--- src/rtl/rlc_emu_pkg.sv ---
package rlc_emu_pkg;

    localparam int unsigned DATA_W    = 16;
    localparam int unsigned COEF_W    = 16;
    localparam int unsigned COEF_FRAC = 12;
    localparam int unsigned MAG_W     = DATA_W - 1;
    localparam int unsigned PROD_W    = MAG_W + COEF_W;
    localparam int unsigned MSB       = DATA_W - 1;

    typedef logic [DATA_W-1:0] oc_t;
    typedef logic [COEF_W-1:0] coef_t;
    typedef logic [MAG_W-1:0]  mag_t;

    localparam oc_t  OC_MAX  = {1'b0, {MAG_W{1'b1}}};
    localparam oc_t  OC_MIN  = {1'b1, {MAG_W{1'b0}}};
    localparam mag_t MAG_MAX = {MAG_W{1'b1}};

    typedef enum logic [1:0] {
        BR_OPEN  = 2'b00,
        BR_FWD   = 2'b01,
        BR_REV   = 2'b10,
        BR_SHORT = 2'b11
    } bridge_t;

    typedef struct packed {
        oc_t v;
        oc_t il;
    } tank_t;

    typedef struct packed {
        tank_t nxt;
        oc_t   ic;
        oc_t   ii;
    } step_t;

    typedef struct packed {
        coef_t kc;
        coef_t kl;
        coef_t kr;
    } coefs_t;

    // map the negative-zero code onto the positive zero
    function automatic oc_t oc_norm(oc_t x);
        return (&x) ? '0 : x;
    endfunction

    function automatic oc_t oc_neg(oc_t x);
        return oc_norm(~x);
    endfunction

    function automatic mag_t oc_mag(oc_t x);
        oc_t t;
        t = x[MSB] ? ~x : x;
        return t[MAG_W-1:0];
    endfunction

    function automatic oc_t oc_from_sm(logic neg, mag_t m);
        oc_t r;
        r = {1'b0, m};
        if (m == '0)
            return '0;
        return neg ? ~r : r;
    endfunction

    // ones-complement add with end-around carry and saturation
    function automatic oc_t oc_add(oc_t a, oc_t b);
        logic [DATA_W:0] s;
        oc_t r;
        s = {1'b0, a} + {1'b0, b};
        r = s[DATA_W-1:0] + oc_t'(s[DATA_W]);
        if ((a[MSB] == b[MSB]) && (r[MSB] != a[MSB]))
            r = a[MSB] ? OC_MIN : OC_MAX;
        return oc_norm(r);
    endfunction

    // signed value times unsigned fixed-point coefficient, truncated, saturated
    function automatic oc_t oc_scale(oc_t x, coef_t k);
        logic [PROD_W-1:0] p;
        logic [PROD_W-1:0] sh;
        mag_t m;
        p  = PROD_W'(oc_mag(x)) * PROD_W'(k);
        sh = p >> COEF_FRAC;
        m  = (sh > PROD_W'(MAG_MAX)) ? MAG_MAX : sh[MAG_W-1:0];
        return oc_from_sm(x[MSB], m);
    endfunction

endpackage

--- src/rtl/rlc_bridge_src.sv ---
module rlc_bridge_src
    import rlc_emu_pkg::*;
(
    input  logic [1:0] sw,
    input  oc_t        i_dc,
    output oc_t        i_br
);
    bridge_t code;

    always_comb begin
        code = bridge_t'(sw);
        unique case (code)
            BR_FWD:  i_br = oc_norm(i_dc);
            BR_REV:  i_br = oc_neg(i_dc);
            default: i_br = '0;
        endcase
    end
endmodule

--- src/rtl/rlc_euler_core.sv ---
module rlc_euler_core
    import rlc_emu_pkg::*;
(
    input  tank_t  prev,
    input  oc_t    i_br,
    input  coefs_t k,
    output step_t  res
);
    oc_t i_c;
    oc_t dv;
    oc_t v_drop;
    oc_t r_drop;
    oc_t di;

    always_comb begin
        // capacitor current: bridge current minus coil current
        i_c    = oc_add(i_br, oc_neg(prev.il));
        dv     = oc_scale(i_c, k.kc);
        // coil: L di/dt = v - R i
        v_drop = oc_scale(prev.v, k.kl);
        r_drop = oc_scale(prev.il, k.kr);
        di     = oc_add(v_drop, oc_neg(r_drop));

        res.nxt.v  = oc_add(prev.v, dv);
        res.nxt.il = oc_add(prev.il, di);
        res.ic     = i_c;
        res.ii     = i_br;
    end
endmodule

--- src/rtl/rlc_step_regs.sv ---
module rlc_step_regs
    import rlc_emu_pkg::*;
#(
    parameter int unsigned NSTATE = 2
) (
    input  logic  clk,
    input  logic  rst,
    input  logic  calc,
    input  logic  commit,
    input  step_t res,
    output tank_t state,
    output oc_t   ic_q,
    output oc_t   ii_q
);
    oc_t nxt_w  [NSTATE];
    oc_t pend_q [NSTATE];
    oc_t st_q   [NSTATE];

    assign nxt_w[0] = res.nxt.v;
    assign nxt_w[1] = res.nxt.il;

    for (genvar g = 0; g < NSTATE; g++) begin : g_state
        // compute phase: pending from previous committed state
        always_ff @(posedge clk) begin
            if (rst)
                pend_q[g] <= '0;
            else if (calc)
                pend_q[g] <= nxt_w[g];
        end
        // update phase: all states at once
        always_ff @(posedge clk) begin
            if (rst)
                st_q[g] <= '0;
            else if (commit)
                st_q[g] <= pend_q[g];
        end
    end

    always_ff @(posedge clk) begin
        if (rst) begin
            ic_q <= '0;
            ii_q <= '0;
        end else if (calc) begin
            ic_q <= res.ic;
            ii_q <= res.ii;
        end
    end

    assign state.v  = st_q[0];
    assign state.il = st_q[1];
endmodule

--- src/rtl/rlc_load_emu.sv ---
module rlc_load_emu
    import rlc_emu_pkg::*;
(
    input  logic        clk,
    input  logic        rst,
    input  logic        calc_stb,
    input  logic        commit_stb,
    input  logic [1:0]  bridge_sw,
    input  logic [15:0] i_dc,
    input  logic [15:0] k_cap,
    input  logic [15:0] k_ind,
    input  logic [15:0] k_res,
    output logic [15:0] v_load,
    output logic [15:0] i_coil,
    output logic [15:0] i_cap,
    output logic [15:0] i_inv,
    output logic        sq_out
);
    oc_t    i_br;
    coefs_t k;
    tank_t  state;
    step_t  res;

    assign k.kc = k_cap;
    assign k.kl = k_ind;
    assign k.kr = k_res;

    rlc_bridge_src u_src (
        .sw   (bridge_sw),
        .i_dc (i_dc),
        .i_br (i_br)
    );

    rlc_euler_core u_core (
        .prev (state),
        .i_br (i_br),
        .k    (k),
        .res  (res)
    );

    rlc_step_regs #(.NSTATE(2)) u_regs (
        .clk    (clk),
        .rst    (rst),
        .calc   (calc_stb),
        .commit (commit_stb),
        .res    (res),
        .state  (state),
        .ic_q   (i_cap),
        .ii_q   (i_inv)
    );

    assign v_load = state.v;
    assign i_coil = state.il;
    assign sq_out = ~state.v[MSB];
endmodule

--- config.mk ---
export PLATFORM = sky130hd
export DESIGN_NAME = rlc_load_emu
export DESIGN_NICKNAME = d
export VERILOG_FILES = /design/src/rtl/rlc_emu_pkg.sv /design/src/rtl/rlc_bridge_src.sv /design/src/rtl/rlc_euler_core.sv /design/src/rtl/rlc_step_regs.sv /design/src/rtl/rlc_load_emu.sv
export SDC_FILE = /design/constraint.sdc
export NUM_CORES = 2
export LEC_CHECK = 0
export ABC_AREA = 1
export BUFFER_PORTS_ARGS = -buffer_cell sky130_fd_sc_hd__buf_2
export CAP_MARGIN = 20
export CORE_MARGIN = 4
export CORE_UTILIZATION = 35
export CTS_BUF_LIST = sky130_fd_sc_hd__clkbuf_2
export DETAILED_ROUTE_END_ITERATION = 8
export PLACE_DENSITY = 0.58
export SLEW_MARGIN = 20
export SYNTH_ARGS = -nofsm -noshare
export SYNTH_HDL_FRONTEND = slang
export SYNTH_HIERARCHICAL = 1
export SYNTH_SLANG_ARGS = --single-unit
--- constraint.sdc ---
create_clock -name clk -period 39.8 [get_ports clk]
set_input_delay 5.97 -clock clk [delete_from_list [all_inputs] [get_ports clk]]
set_output_delay 5.97 -clock clk [all_outputs]
set_load 0.005 [all_outputs]
Word level (Yosys, flattened, before mapping)
Memories as Yosys holds them, arrays and structs flattened. Index checks and enable logic that the tools add are counted.

Register bits after elaboration: 32. Memory bits (writable): 64. Word-level logic and storage cells: 103. Memories: 2.

Memories: u_regs.pend_q (depth 2, width 16, rd ports 2, clocked after Yosys merged registers in 0, write ports 2, RTL line rlc_step_regs.sv:16) `oc_t pend_q [NSTATE];`; u_regs.st_q (depth 2, width 16, rd ports 2, clocked after Yosys merged registers in 0, write ports 2, RTL line rlc_step_regs.sv:17) `oc_t st_q [NSTATE];`.

$add $sub $neg: 8. $mul: 3. $lt $le $gt $ge: 3. Equality and inequality tests: 10. Mux-type cells: 47. Bitwise gates (word level): 13. Reduce and logical (&&, ||, !) cells: 15.

Operator list (count): 16-bit two-way mux (29); 16-bit AND reduction (8); 15-bit by 16-bit multiplier with 31-bit output (3); 15-bit two-way mux (6); 16-bit by 16-bit adder with 17-bit output (4); 16-bit by 1-bit adder with 16-bit output (4); 19-bit by 15-bit > comparator with 1-bit output, second input constant (3); 15-bit NOT with 16-bit output (3); 16-bit NOT (3); 15-bit zero test (3); 16-bit one-hot mux with 2 select lines (1); 15-bit NOT (2); 1-bit two-way mux (11); 1-bit == test (4); 1-bit logical AND (4); 1-bit inequality test (4); 1-bit bitwise OR (4); 2-bit by 1-bit == test with 1-bit output, second input constant (1); 2-bit == test, second input constant (1); 1-bit NOT (1).

Depth between registers and ports, before layout
Depth after elaboration: 27. Gate-level depth with buffers: 124. Depth with buffers taken out: 117.

By module
Netlist, hierarchy kept.

By module, submodules not included: rlc_euler_core (instances 1, cells each 4250, area an instance 30006.3 um^2); rlc_step_regs (instances 1, cells each 342, area an instance 3563.4 um^2); rlc_bridge_src (instances 1, cells each 122, area an instance 604.3 um^2); rlc_load_emu (instances 1, cells each 1, area an instance 3.8 um^2).

Worst setup path after synthesis
No wires, ideal clock.

Path type: input -> register. From: input port k_res[10]. To: memory u_regs/pend_q[1][10] in the netlist's numbering, data pin. Library setup time: 256 ps. Arrival time: 21571 ps. Required time: 39544 ps. Path slack: 17973 ps. Stages: 117. Path buffers: 4. Path through: buf_1 > inv_1 > nor2_1 > fa_1 > inv_1 > fa_1 > inv_1 > fa_1 > inv_1 > fa_1 > inv_1 > fa_1 > inv_1 > fa_1 > inv_1 > ha_1 > nand4_1 > nor3_1 > [... 81 more ...] > nor2_1 > nor3b_1 > nand2_1 > nor2_1 > nand2_1 > nor2_1 > xor2_1 > nand3_2 > inv_1 > o21ai_0 > nand2_1 > nor3_1 > nand3_1 > nor2_1 > buf_2 > nor2_1 > inv_1 > nor2_1.

RTL lines: from (decl) (RTL line rlc_load_emu.sv:12) `input logic [15:0] k_res,`; to (decl) (RTL line rlc_step_regs.sv:16).

==> key figures <==
Run status
  • Status: finished, final reports clean

Yosys
  • Async set-reset flop share out of synthesis: 0%
  • Average instance area after synthesis: 7.25 sq um
  • Dominant register cell in the synthesized netlist: sky130_fd_sc_hd__edfxtp_1
  • Leading cell types by total area after synthesis: sky130_fd_sc_hd__fa_1 (32%), sky130_fd_sc_hd__ha_1 (13%), sky130_fd_sc_hd__nand2_1 (11%), sky130_fd_sc_hd__inv_1 (11%), sky130_fd_sc_hd__nor2_1 (7.9%)
  • Register bit count reported by yosys: 96
  • Yosys warning count: 6
  • Netlist area before placement: 34200 sq um
  • Number of synthesized flops with an enable pin: 64
  • Fraction of the yosys area taken by sequential cells: 7.50%
  • Share of the synthesized area in the top cell type: 31.7%
  • Synth Instances: 4715
  • Mapped Nets: 5677
  • Count of cell types in the netlist: 59
  • Most area-hungry cell type in the Yosys netlist: sky130_fd_sc_hd__fa_1

Setup path
  • Master of the slowest instance on the critical path: sky130_fd_sc_hd__o21ai_0
  • Kind of critical path: in2reg
  • Number of buffers and inverters on the critical path: 12
  • Crit-path leading delay family: simple AND/OR/NAND/NOR gates
  • Data arrival, critical path: 25.16 ns
  • Critical path peak fanout: 32
  • Maximum cell stage delay along the critical path: 1.02 ns
  • Kind of end point of the critical path: register
  • Cell occurring most often along the worst timing path: sky130_fd_sc_hd__nand2_1
  • Data required, critical path: 40.25 ns
  • Type of origin of the critical path: input pin

Clock tree
  • Count of clock tree sinks: 96
  • H-tree levels: 3
  • PostCTS Resize Cnt: 0
  • Post-CTS clock slew at the launch and capture registers of the worst setup and hold paths: 0.32 ns
  • Maximum count of clock buffers along a single path: 2
  • Number of clock buffers inserted by TritonCTS: 9
  • Master cell of the clock root buffer: sky130_fd_sc_hd__clkbuf_2
  • Post-CTS setup buffer count: 0
  • Skew-Pair Late Insertion Delay: 0.70 ns
  • Cts-stage hold buffer count: 0
  • CTS tree: built

Floorplan
  • FP Rows: 114
  • Horizontal die dimension: 320 um
  • I/O pin count: 135
  • Die outline area: 103000 sq um
  • Initial cell density of the core: 35.3%
  • Chip Height: 320 um
  • Core Region: 96900 sq um

Drt
  • Detail Route met2 WL: 46300 um
  • Routed vias: 28952
  • DRC violation total after the first TritonRoute iteration: 1870
  • M1 wire length: 42500 um
  • Drt first pass iters: 8
  • Average routed wire per standard cell: 15.9 um
  • Highest metal layer with signal wires: met4
  • Number of nets with antenna violations after routing: 0
  • Detailed route wirelength on metal3: 4380 um
  • Total Routed Length: 95600 um
  • Number of vias per cell after detailed routing: 4.82
  • Number of DRC violations after detailed routing: 0

Placement
  • Number of buffers added on ports: 134
  • HPWL after detailed placement: 80700 um
  • Cell count after placement: 5992
  • Routability congestion estimate: 0.891

GRT
  • Global-route wire length before repair: 156000 um
  • Total routing resource utilization after global routing: 18.8%
  • Number of antenna violations at the first check in global routing: 5
  • GRT Residual Overflow: 0
  • Vias in the first global route: 29632
  • Maximum number of pins on one net before global-route repair: 35

Worst hold path
  • Worst Hold Class: reg2reg

Cells and area
  • Proportion of layout cells with a drive suffix above 1: 5.68%
  • Highest-count cells in the layout ignoring fill and taps: sky130_fd_sc_hd__nand2_1 (1046), sky130_fd_sc_hd__inv_1 (1013), sky130_fd_sc_hd__nor2_1 (714)
  • Area overhead of the layout relative to synthesis: 5.09%
  • Finished Layout Cells: 6010
  • Most common library cell in the layout ignoring fill and taps: sky130_fd_sc_hd__nand2_1
  • Post-route core utilization: 37.1%
  • Layout net count: 5689

STA
  • Post-route worst hold slack: 0.464 ns
  • Transition time of the tightest slew-check pin: 1.07 ns
  • Fin crit period: 24.71 ns
  • Worst slew margin: 27.6%
  • Setup violation total in the final timing report: 0
  • Setup TNS: 0 ns
  • Setup repair after global routing missed its margin: false
  • Achievable Freq: 0.0405 GHz
  • Number of max-slew violations in the final report: 0
  • Period Utilization, post-route: 62.1%
  • Clock Skews: 0.0508 ns
  • Hold violation total from the final report: 0

Run
  • Reported max-cap violation count: 0
cells by family after synthesis:
kind of cell / Yosys count / synth area share [%]
simple gates: 2061 / 24.7
buf+inv: 1189 / 13.6
fa+ha+maj: 892 / 44.5
compound gates: 311 / 5.36
xor+xnor: 166 / 4.25
flops: 96 / 7.50
per-stage QoR:
stage / cell area [sq um] / setup WS, ns
floorplan: 34200 / 17.97
global placement: 35800 / 14.29
detailed placement: 35800 / 14.24
CTS: 35900 / 15.02
global route: 35900 / 13.30
finish: 35900 / 15.09
registers in the layout, indices dropped and copies added, names as in the netlist:
signal,cells
u_regs/pend_q,32
u_regs/ic_q,16
u_regs/ii_q,16
u_regs/st_q,32
per-layer routing:
| metal | up-vias | GRT usage, % |
|---|---|---|
| li1 | 14097 | - |
| met1 | 14073 | 25.1 |
| met2 | 663 | 32.8 |
| met3 | 119 | 1.84 |
| met4 | 0 | 4.91 |
| met5 | - | 0 |
synthesized netlist by cell type (2+ instances only):
cell / instances
sky130_fd_sc_hd__nor4_1: 16
sky130_fd_sc_hd__xnor2_1: 62
sky130_fd_sc_hd__ha_1: 351
sky130_fd_sc_hd__edfxtp_1: 64
sky130_fd_sc_hd__a21oi_2: 11
sky130_fd_sc_hd__a2111oi_0: 2
sky130_fd_sc_hd__o221ai_1: 2
sky130_fd_sc_hd__a21oi_1: 154
sky130_fd_sc_hd__o21bai_2: 3
sky130_fd_sc_hd__nand3b_1: 15
sky130_fd_sc_hd__nand3_2: 7
sky130_fd_sc_hd__o2111ai_1: 4
sky130_fd_sc_hd__o21ai_0: 52
sky130_fd_sc_hd__o21bai_1: 29
sky130_fd_sc_hd__clkbuf_1: 72
sky130_fd_sc_hd__buf_1: 19
sky130_fd_sc_hd__o211ai_1: 5
sky130_fd_sc_hd__nand2_1: 1046
sky130_fd_sc_hd__a21o_1: 3
sky130_fd_sc_hd__a211oi_1: 7
sky130_fd_sc_hd__or2_2: 26
sky130_fd_sc_hd__nor2_4: 7
sky130_fd_sc_hd__nor2_1: 715
sky130_fd_sc_hd__nand3_4: 4
sky130_fd_sc_hd__a31oi_1: 4
sky130_fd_sc_hd__buf_4: 28
sky130_fd_sc_hd__clkinv_1: 18
sky130_fd_sc_hd__and3_1: 2
sky130_fd_sc_hd__nor2_2: 4
sky130_fd_sc_hd__nand3_1: 131
sky130_fd_sc_hd__buf_2: 19
sky130_fd_sc_hd__o21ai_1: 9
sky130_fd_sc_hd__nand2_2: 25
sky130_fd_sc_hd__inv_1: 1013
sky130_fd_sc_hd__buf_6: 7
sky130_fd_sc_hd__fa_1: 541
sky130_fd_sc_hd__xor2_1: 104
sky130_fd_sc_hd__o31ai_1: 3
sky130_fd_sc_hd__o21a_1: 16
sky130_fd_sc_hd__nand2_4: 2
sky130_fd_sc_hd__inv_2: 11
sky130_fd_sc_hd__nor3_1: 27
sky130_fd_sc_hd__dfxtp_1: 32
sky130_fd_sc_hd__nand4_1: 25
sky130_fd_sc_hd__nor3b_1: 4
final cells by class:
cell class / instances / area, sq um
repair buffers: 148 / 776
flip-flops and latches: 96 / 2560
diodes: 2 / 5.00
fillers: 10316 / 60900
inverters: 1042 / 3910
clock buffers: 9 / 45.0
clock inverters: 7 / 60.1
multi-input cells: 3430 / 27000
well taps: 1276 / 1600
worst min-delay path: cells and delay by family, from the launching register on:
kind | cells | cell delay [ns]
flops | 1 | 0.38
simple gates | 2 | 0.10
worst paths after layout:
kind | start | end | slack, ns | depth (start not counted)
min reg2reg | u_regs/ii_q[11]$_SDFFE_PP0P_ | u_regs/ii_q[11]$_SDFFE_PP0P_ | 0.46 | 2
min | u_regs/ii_q[11]$_SDFFE_PP0P_ | u_regs/ii_q[11]$_SDFFE_PP0P_ | 0.46 | 2
max reg2reg | u_regs/st_q[1][15]$_SDFFCE_PN0P_ | u_regs/pend_q[0][0]$_SDFFCE_PN0P_ | 19.44 | 103
max | bridge_sw[1] | u_regs/pend_q[0][0]$_SDFFCE_PN0P_ | 15.09 | 102
Power is left out: the tool's default activity adds up to more than one toggle a clock period on the data nets, which glitch-free logic cannot reach.
